File: src/rtl/field_addr_pkg.sv
package field_addr_pkg;
  localparam int unsigned ADDR_W = 32;
  localparam int unsigned LINE_W = 11;
  localparam int unsigned BYTE_W = 13;
  localparam int unsigned DW_W   = BYTE_W - 1;
  localparam int unsigned STEP   = 4;

  typedef logic [ADDR_W-1:0] addr_t;
  typedef logic [LINE_W-1:0] line_t;
  typedef logic [BYTE_W-1:0] byte_t;
  typedef logic [DW_W-1:0]   dw_t;

  typedef struct packed {
    addr_t base;
    addr_t pitch;
    line_t lines;
    dw_t   dwords;
  } cfg_t;
endpackage

File: src/rtl/fag_cfg_reg.sv
module fag_cfg_reg
  import field_addr_pkg::*;
(
  input  logic  clk_i,
  input  logic  rst_ni,
  input  logic  start_i,
  input  logic  busy_i,
  input  addr_t base_i,
  input  addr_t pitch_i,
  input  line_t lines_i,
  input  byte_t bytes_i,
  output cfg_t  cfg_o,
  output logic  accept_o,
  output logic  cfg_err_o
);
  logic           bad;
  logic [BYTE_W:0] bytes_up;
  dw_t            dwords;

  assign bad      = (pitch_i[1:0] != 2'b00) || (lines_i == '0) || (bytes_i == '0);
  assign bytes_up = {1'b0, bytes_i} + (BYTE_W+1)'(STEP - 1);
  assign dwords   = dw_t'(bytes_up >> 2);
  assign accept_o = start_i && !busy_i && !bad;

  always_ff @(posedge clk_i or negedge rst_ni) begin
    if (!rst_ni) begin
      cfg_o     <= '0;
      cfg_err_o <= 1'b0;
    end else begin
      if (start_i && !busy_i) cfg_err_o <= bad;
      if (accept_o) begin
        cfg_o.base   <= base_i;
        cfg_o.pitch  <= pitch_i;
        cfg_o.lines  <= lines_i;
        cfg_o.dwords <= dwords;
      end
    end
  end


  refuse_chk: assert property (@(posedge clk_i) disable iff (!rst_ni)
    start_i && !busy_i && bad |=> cfg_err_o && !busy_i);
endmodule

File: src/rtl/fag_walk.sv
module fag_walk
  import field_addr_pkg::*;
(
  input  logic  clk_i,
  input  logic  rst_ni,
  input  logic  accept_i,
  input  logic  hs_i,
  input  line_t lines_i,
  input  dw_t   dwords_i,
  output logic  busy_o,
  output logic  line_last_o,
  output logic  field_last_o,
  output logic  done_o
);
  dw_t   dw_cnt;
  line_t line_cnt;

  assign line_last_o  = (dw_cnt == dwords_i - dw_t'(1));
  assign field_last_o = line_last_o && (line_cnt == lines_i - line_t'(1));

  always_ff @(posedge clk_i or negedge rst_ni) begin
    if (!rst_ni) begin
      busy_o   <= 1'b0;
      done_o   <= 1'b0;
      dw_cnt   <= '0;
      line_cnt <= '0;
    end else begin
      done_o <= 1'b0;
      if (accept_i) begin
        busy_o   <= 1'b1;
        dw_cnt   <= '0;
        line_cnt <= '0;
      end else if (hs_i) begin
        if (line_last_o) begin
          dw_cnt <= '0;
          if (field_last_o) begin
            busy_o <= 1'b0;
            done_o <= 1'b1;
          end else begin
            line_cnt <= line_cnt + line_t'(1);
          end
        end else begin
          dw_cnt <= dw_cnt + dw_t'(1);
        end
      end
    end
  end


  done_pulse_chk: assert property (@(posedge clk_i) disable iff (!rst_ni)
    done_o |=> !done_o);

  done_idle_chk: assert property (@(posedge clk_i) disable iff (!rst_ni)
    done_o |-> !busy_o);
endmodule

File: src/rtl/fag_addr.sv
module fag_addr
  import field_addr_pkg::*;
(
  input  logic  clk_i,
  input  logic  rst_ni,
  input  logic  accept_i,
  input  addr_t base_i,
  input  addr_t pitch_i,
  input  logic  hs_i,
  input  logic  line_last_i,
  input  logic  field_last_i,
  output addr_t addr_o
);
  addr_t line_start;
  addr_t next_line;

  assign next_line = line_start + pitch_i;

  always_ff @(posedge clk_i or negedge rst_ni) begin
    if (!rst_ni) begin
      line_start <= '0;
      addr_o     <= '0;
    end else if (accept_i) begin
      line_start <= base_i;
      addr_o     <= base_i;
    end else if (hs_i) begin
      if (line_last_i) begin
        line_start <= next_line;
        addr_o     <= next_line;
      end else begin
        addr_o <= addr_o + addr_t'(STEP);
      end
    end
  end


  dword_step_chk: assert property (@(posedge clk_i) disable iff (!rst_ni)
    hs_i && !line_last_i && !accept_i |=> addr_o == $past(addr_o) + addr_t'(STEP));

  line_step_chk: assert property (@(posedge clk_i) disable iff (!rst_ni)
    hs_i && line_last_i && !field_last_i && !accept_i
      |=> addr_o == $past(line_start) + $past(pitch_i));
endmodule

File: src/rtl/field_addr_gen.sv
module field_addr_gen
  import field_addr_pkg::*;
(
  input  logic              clk_i,
  input  logic              rst_ni,
  input  logic              start_i,
  input  logic [ADDR_W-1:0] base_odd_i,
  input  logic [ADDR_W-1:0] base_even_i,
  input  logic [ADDR_W-1:0] pitch_i,
  input  logic [LINE_W-1:0] num_lines_i,
  input  logic [BYTE_W-1:0] num_bytes_i,
  output logic              req_valid_o,
  input  logic              req_ready_i,
  output logic [ADDR_W-1:0] req_addr_o,
  output logic              busy_o,
  output logic              field_done_o,
  output logic              field_odd_o,
  output logic              cfg_err_o
);
  cfg_t  cfg;
  logic  accept, hs, line_last, field_last;
  addr_t base_sel;

  assign base_sel    = field_odd_o ? base_odd_i : base_even_i;
  assign req_valid_o = busy_o;
  assign hs          = req_valid_o && req_ready_i;

  fag_cfg_reg u_cfg (
    .clk_i, .rst_ni, .start_i,
    .busy_i    (busy_o),
    .base_i    (base_sel),
    .pitch_i   (pitch_i),
    .lines_i   (num_lines_i),
    .bytes_i   (num_bytes_i),
    .cfg_o     (cfg),
    .accept_o  (accept),
    .cfg_err_o (cfg_err_o)
  );

  fag_walk u_walk (
    .clk_i, .rst_ni,
    .accept_i     (accept),
    .hs_i         (hs),
    .lines_i      (cfg.lines),
    .dwords_i     (cfg.dwords),
    .busy_o       (busy_o),
    .line_last_o  (line_last),
    .field_last_o (field_last),
    .done_o       (field_done_o)
  );

  fag_addr u_addr (
    .clk_i, .rst_ni,
    .accept_i     (accept),
    .base_i       (base_sel),
    .pitch_i      (cfg.pitch),
    .hs_i         (hs),
    .line_last_i  (line_last),
    .field_last_i (field_last),
    .addr_o       (req_addr_o)
  );

  always_ff @(posedge clk_i or negedge rst_ni) begin
    if (!rst_ni)                 field_odd_o <= 1'b1;
    else if (hs && field_last)   field_odd_o <= ~field_odd_o;
  end


  req_hold_chk: assert property (@(posedge clk_i) disable iff (!rst_ni)
    req_valid_o && !req_ready_i |=> req_valid_o && $stable(req_addr_o));

  parity_flip_chk: assert property (@(posedge clk_i) disable iff (!rst_ni)
    field_done_o |-> field_odd_o != $past(field_odd_o));

  start_issue_chk: assert property (@(posedge clk_i) disable iff (!rst_ni)
    accept |=> req_valid_o);
endmodule

File: config.mk
export PLATFORM = sky130hd
export DESIGN_NAME = field_addr_gen
export DESIGN_NICKNAME = d
export VERILOG_FILES = /design/src/rtl/field_addr_pkg.sv /design/src/rtl/fag_cfg_reg.sv /design/src/rtl/fag_walk.sv /design/src/rtl/fag_addr.sv /design/src/rtl/field_addr_gen.sv
export SDC_FILE = /design/constraint.sdc
export NUM_CORES = 1
export LEC_CHECK = 0
export BUFFER_PORTS_ARGS = -buffer_cell sky130_fd_sc_hd__clkbuf_2
export CAP_MARGIN = 0
export CORE_MARGIN = 2
export CORE_UTILIZATION = 35
export DETAILED_ROUTE_END_ITERATION = 6
export PLACE_DENSITY_LB_ADDON = 0.08
export SLEW_MARGIN = 5
export SYNTH_ARGS = -nofsm -noshare
export SYNTH_HDL_FRONTEND = slang
export SYNTH_SLANG_ARGS = --single-unit
File: constraint.sdc
create_clock -name clk_i -period 5.97 [get_ports clk_i]
set_input_delay 0.597 -clock clk_i [delete_from_list [all_inputs] [get_ports clk_i]]
set_output_delay 0.597 -clock clk_i [all_outputs]
set_load 0.02 [all_outputs]
==> impl_metrics.py <==
metrics = {
    "yosys": {
        "ys_seq_area_share_pct": 36.1,
        "yosysUniqueCellTypes": 77,
        "synthTopCellsByArea": "dfrtp_1 36%, nand2_1 8.3%, ha_1 4.4%",
        "async_flop_share_pct": 100,
        "synth_nets": 1382,
        "ys_ff_latch": 146,
        "synth_flop_cell": "dfrtp_1",
        "synth_top_area_share_pct": 35.8,
        "synth_top_family_by_area": "simple AND/OR/NAND/NOR gates",
        "synth_edf_count": 0,
        "synth_area_mm2": 0.0101,
        "avgSynthCellArea_um2": 8.30,
        "synth-xor-area-share_pct": 6.48,
        "synth_compound_area_share_pct": 20.3,
        "yosys_warnings": 0,
        "yosys.area.top_type": "dfrtp_1",
        "synth_mux_area_share_pct": 4.15,
        "synthSimpleGateAreaFrac_pct": 24.8,
        "syn_inst": 1221,
        "yosys.area_share.adder_pct": 4.64,
    },
    "pwr": {
        "switching_share_pct": 40.4,
        "p_leak_nw": 5.42,
        "powerDensity_mw_per_mm2": 351,
        "seq_power_share_pct": 36.4,
        "p_int_w": 0.00247,
        "p_clk_share_pct": 26.8,
        "power.switching_w": 0.00168,
        "ir_drop_mv": 0.197,
        "p_comb_share_pct": 36.8,
    },
    "detailed_routing": {
        "post-route-drc-count": 0,
        "ant_nets": 0,
        "via_per_inst": 5.49,
        "drtIter0Drc": 525,
        "dr.pass1.iters": 5,
        "wl_per_cell_um": 19.1,
        "finalWirelength_um": 33300,
        "vias": 9550,
    },
    "timing": {
        "finalSetupViolCount": 0,
        "relSlewSlack_pct": 25.2,
        "slew_viol_final": 0,
        "fin_skew_ns": 0.0157,
        "hold_viol_final": 0,
        "min_period_ns": 3.90,
        "fin_crit_sh_pct": 65.4,
        "rsz0062_at_grt": "no",
        "whs_ns": 0.204,
        "tightestPinTransition_ns": 1.12,
        "clock.fmax_mhz": 256,
        "fin_tns_setup_ns": 0,
    },
    "cts": {
        "cts.hold.buffers_added": 0,
        "clock_sink_count": 146,
        "clockRootBuffer": "clkbuf_16",
        "ctsHtreeMaxLevel": 4,
        "cts_setup_buffers": 0,
        "cts_resized": 0,
        "clk-insertion-delay-late_ns": 0.44,
        "cts_buffer_depth": 2,
        "cts_tree": "built",
        "cts.clk_slew.worst_paths_ns": 0.07,
        "cts_made_buffers": 17,
    },
    "final_layout": {
        "fin_nets": 1504,
        "instances_no_fill": 1740,
        "antenna_cells": 0,
        "final_common_cell": "nand2_1",
        "areaGrowthSynthToFinish_pct": 16.7,
        "most-common-layout-cells": "223 x nand2_1, 159 x clkbuf_2, 145 x dfrtp_1, 101 x nor2_1, 68 x a21oi_1",
        "fin_util_pct": 41.3,
        "drive_gt1_share_pct": 17.7,
    },
    "worst_setup_path": {
        "reg2reg_slack_ns": 2.07,
        "rr_startpoint": "u_cfg.cfg_o[0]$_DFFE_PN0P_",
        "worstPathMaxFanout": 23,
        "startpoint": "u_cfg.cfg_o[0]$_DFFE_PN0P_",
        "critPathRequiredTime_ns": 6.27,
        "path_class": "flop to flop",
        "critPathCaptureType": "flop",
        "startpoint_type": "flop",
        "worstPathArrival_ns": 4.21,
    },
    "worst_hold_path": {
        "hp-class": "input port to async pin",
    },
    "placed_design": {
        "portBuffers": 160,
        "dp.cells": 1708,
        "hpwl_um": 24100,
        "place_congestion": 0.879,
    },
    "outcome": {
        "status": "complete, no violations",
    },
    "global_routing": {
        "grt_pass1_vias": 9388,
        "grt.total_usage_pct": 22.4,
        "antenna_found_initial": 0,
        "grt_start_max_net_pins": 85,
        "grt_pass1_wl_um": 53400,
        "grt-ovfl-total": 0,
    },
    "run": {
        "drv_cap": 0,
    },
    "floorplan": {
        "die-height_um": 174,
        "initial_core_util_pct": 35.4,
        "core_region_area_mm2": 0.0286,
        "io_pins": 161,
        "rows": 62,
        "die_w_um": 174,
        "die_area_mm2": 0.0303,
    },
}
==> per-layer routing <==
metal | vias up | global-route usage [%] | routed length [µm]
met5 | - | 0 | 0
met4 | 0 | 4.66 | 373
met3 | 23 | 3.41 | 1520
met2 | 243 | 37.9 | 15800
met1 | 4633 | 30.4 | 15600
li1 | 4651 | - | -
==> path summary, 6_finish.rpt <==
check / endpoint / cells past startpoint
setup / recovery: u_addr.addr_o[19]$_DFFE_PN0P_ / 10
hold / removal: u_walk.line_cnt[10]$_DFFE_PN0P_ / 1
setup reg to reg: u_addr.addr_o[19]$_DFFE_PN0P_ / 10
hold reg to reg: u_cfg.cfg_o[49]$_DFFE_PN0P_ / 2
max in group asynchronous: u_cfg.cfg_o[41]$_DFFE_PN0P_ / 2
min in group clk_i: u_cfg.cfg_o[45]$_DFFE_PN0P_ / 3
==> per-stage QoR <==
step | power [W] | setup slack [ns] | cell area (µm²)
2_1_floorplan | 0.00253 | 2.97 | 10100
3_3_place_gp | 0.00304 | 2.15 | 11200
3_5_place_dp | 0.00304 | 2.07 | 11200
4_1_cts | 0.00417 | 2.06 | 11800
5_1_grt | 0.00442 | 1.75 | 11800
6_report | 0.00415 | 2.07 | 11800
==> final cells by class <==
cell class	instances	area, µm²
sequential	146	3650
multi-input combinational	985	6140
tap	384	480
inverter	24	90.1
clock inverter	13	153
fill	2945	16800
clock buffer	19	433
timing repair buffer	169	875
==> power groups by stage <==
stage	Combinational [W]	Clock, W	Sequential (W)
4_1_cts	0.00153	0.00113	0.00151
3_5_place_dp	0.00152	0	0.00152
3_3_place_gp	0.00151	0	0.00153
6_report	0.00153	0.00111	0.00151
5_1_grt	0.00170	0.00117	0.00155
2_1_floorplan	0.00101	0	0.00152
==> cell usage after synthesis, drive strengths merged (8+ instances only) <==
cell / number
nand3: 46
mux2i: 33
nor3: 28
or3: 8
o21ai: 58
buf: 24
o22ai: 17
dfrtp: 145
a211oi: 13
xnor2: 49
mux2: 8
nand4: 18
o211ai: 10
nor4: 9
nor2b: 15
o21a: 15
o31ai: 12
or4: 8
a31oi: 20
nor2: 101
inv: 24
ha: 36
a21o: 22
xor2: 26
clkbuf: 42
nand2: 223
and3: 19
a21oi: 70
nand2b: 9
and2: 12
==> cell families (layout without fill, tap and decap cells) <==
| group | after synthesis | after routing |
|---|---|---|
| flip-flops | 146 | 146 |
| multiplexers | 41 | 41 |
| adder cells (fa/ha/maj) | 37 | 37 |
| AO/OA/AOI/OAI | 301 | 301 |
| buffers and inverters | 90 | 225 |
| XOR/XNOR | 75 | 75 |
| AND/OR/NAND/NOR | 531 | 531 |
==> worst max-delay path, cell delays in order (launching register included) <==
cell and delay, ns:
dfrtp_1 0.43, inv_1 0.07, ha_1 0.20, or3b_2 0.53, xnor2_1 0.16, or4_4 0.45
a2111oi_2 0.35, nand2b_1 0.62, nand2b_1 0.55, o22ai_1 0.31, nor3_1 0.10
==> state kept, by name, indices dropped and copies added (netlist names) <==
register	count
u_cfg.cfg_err_o	1
u_addr.line_start	32
u_walk.line_cnt	11
u_walk.busy_o	1
u_walk.dw_cnt	12
u_walk.done_o	1
u_addr.addr_o	32
u_cfg.cfg_o	55
field_odd_o	1
Power figures use the tool's default switching activity.
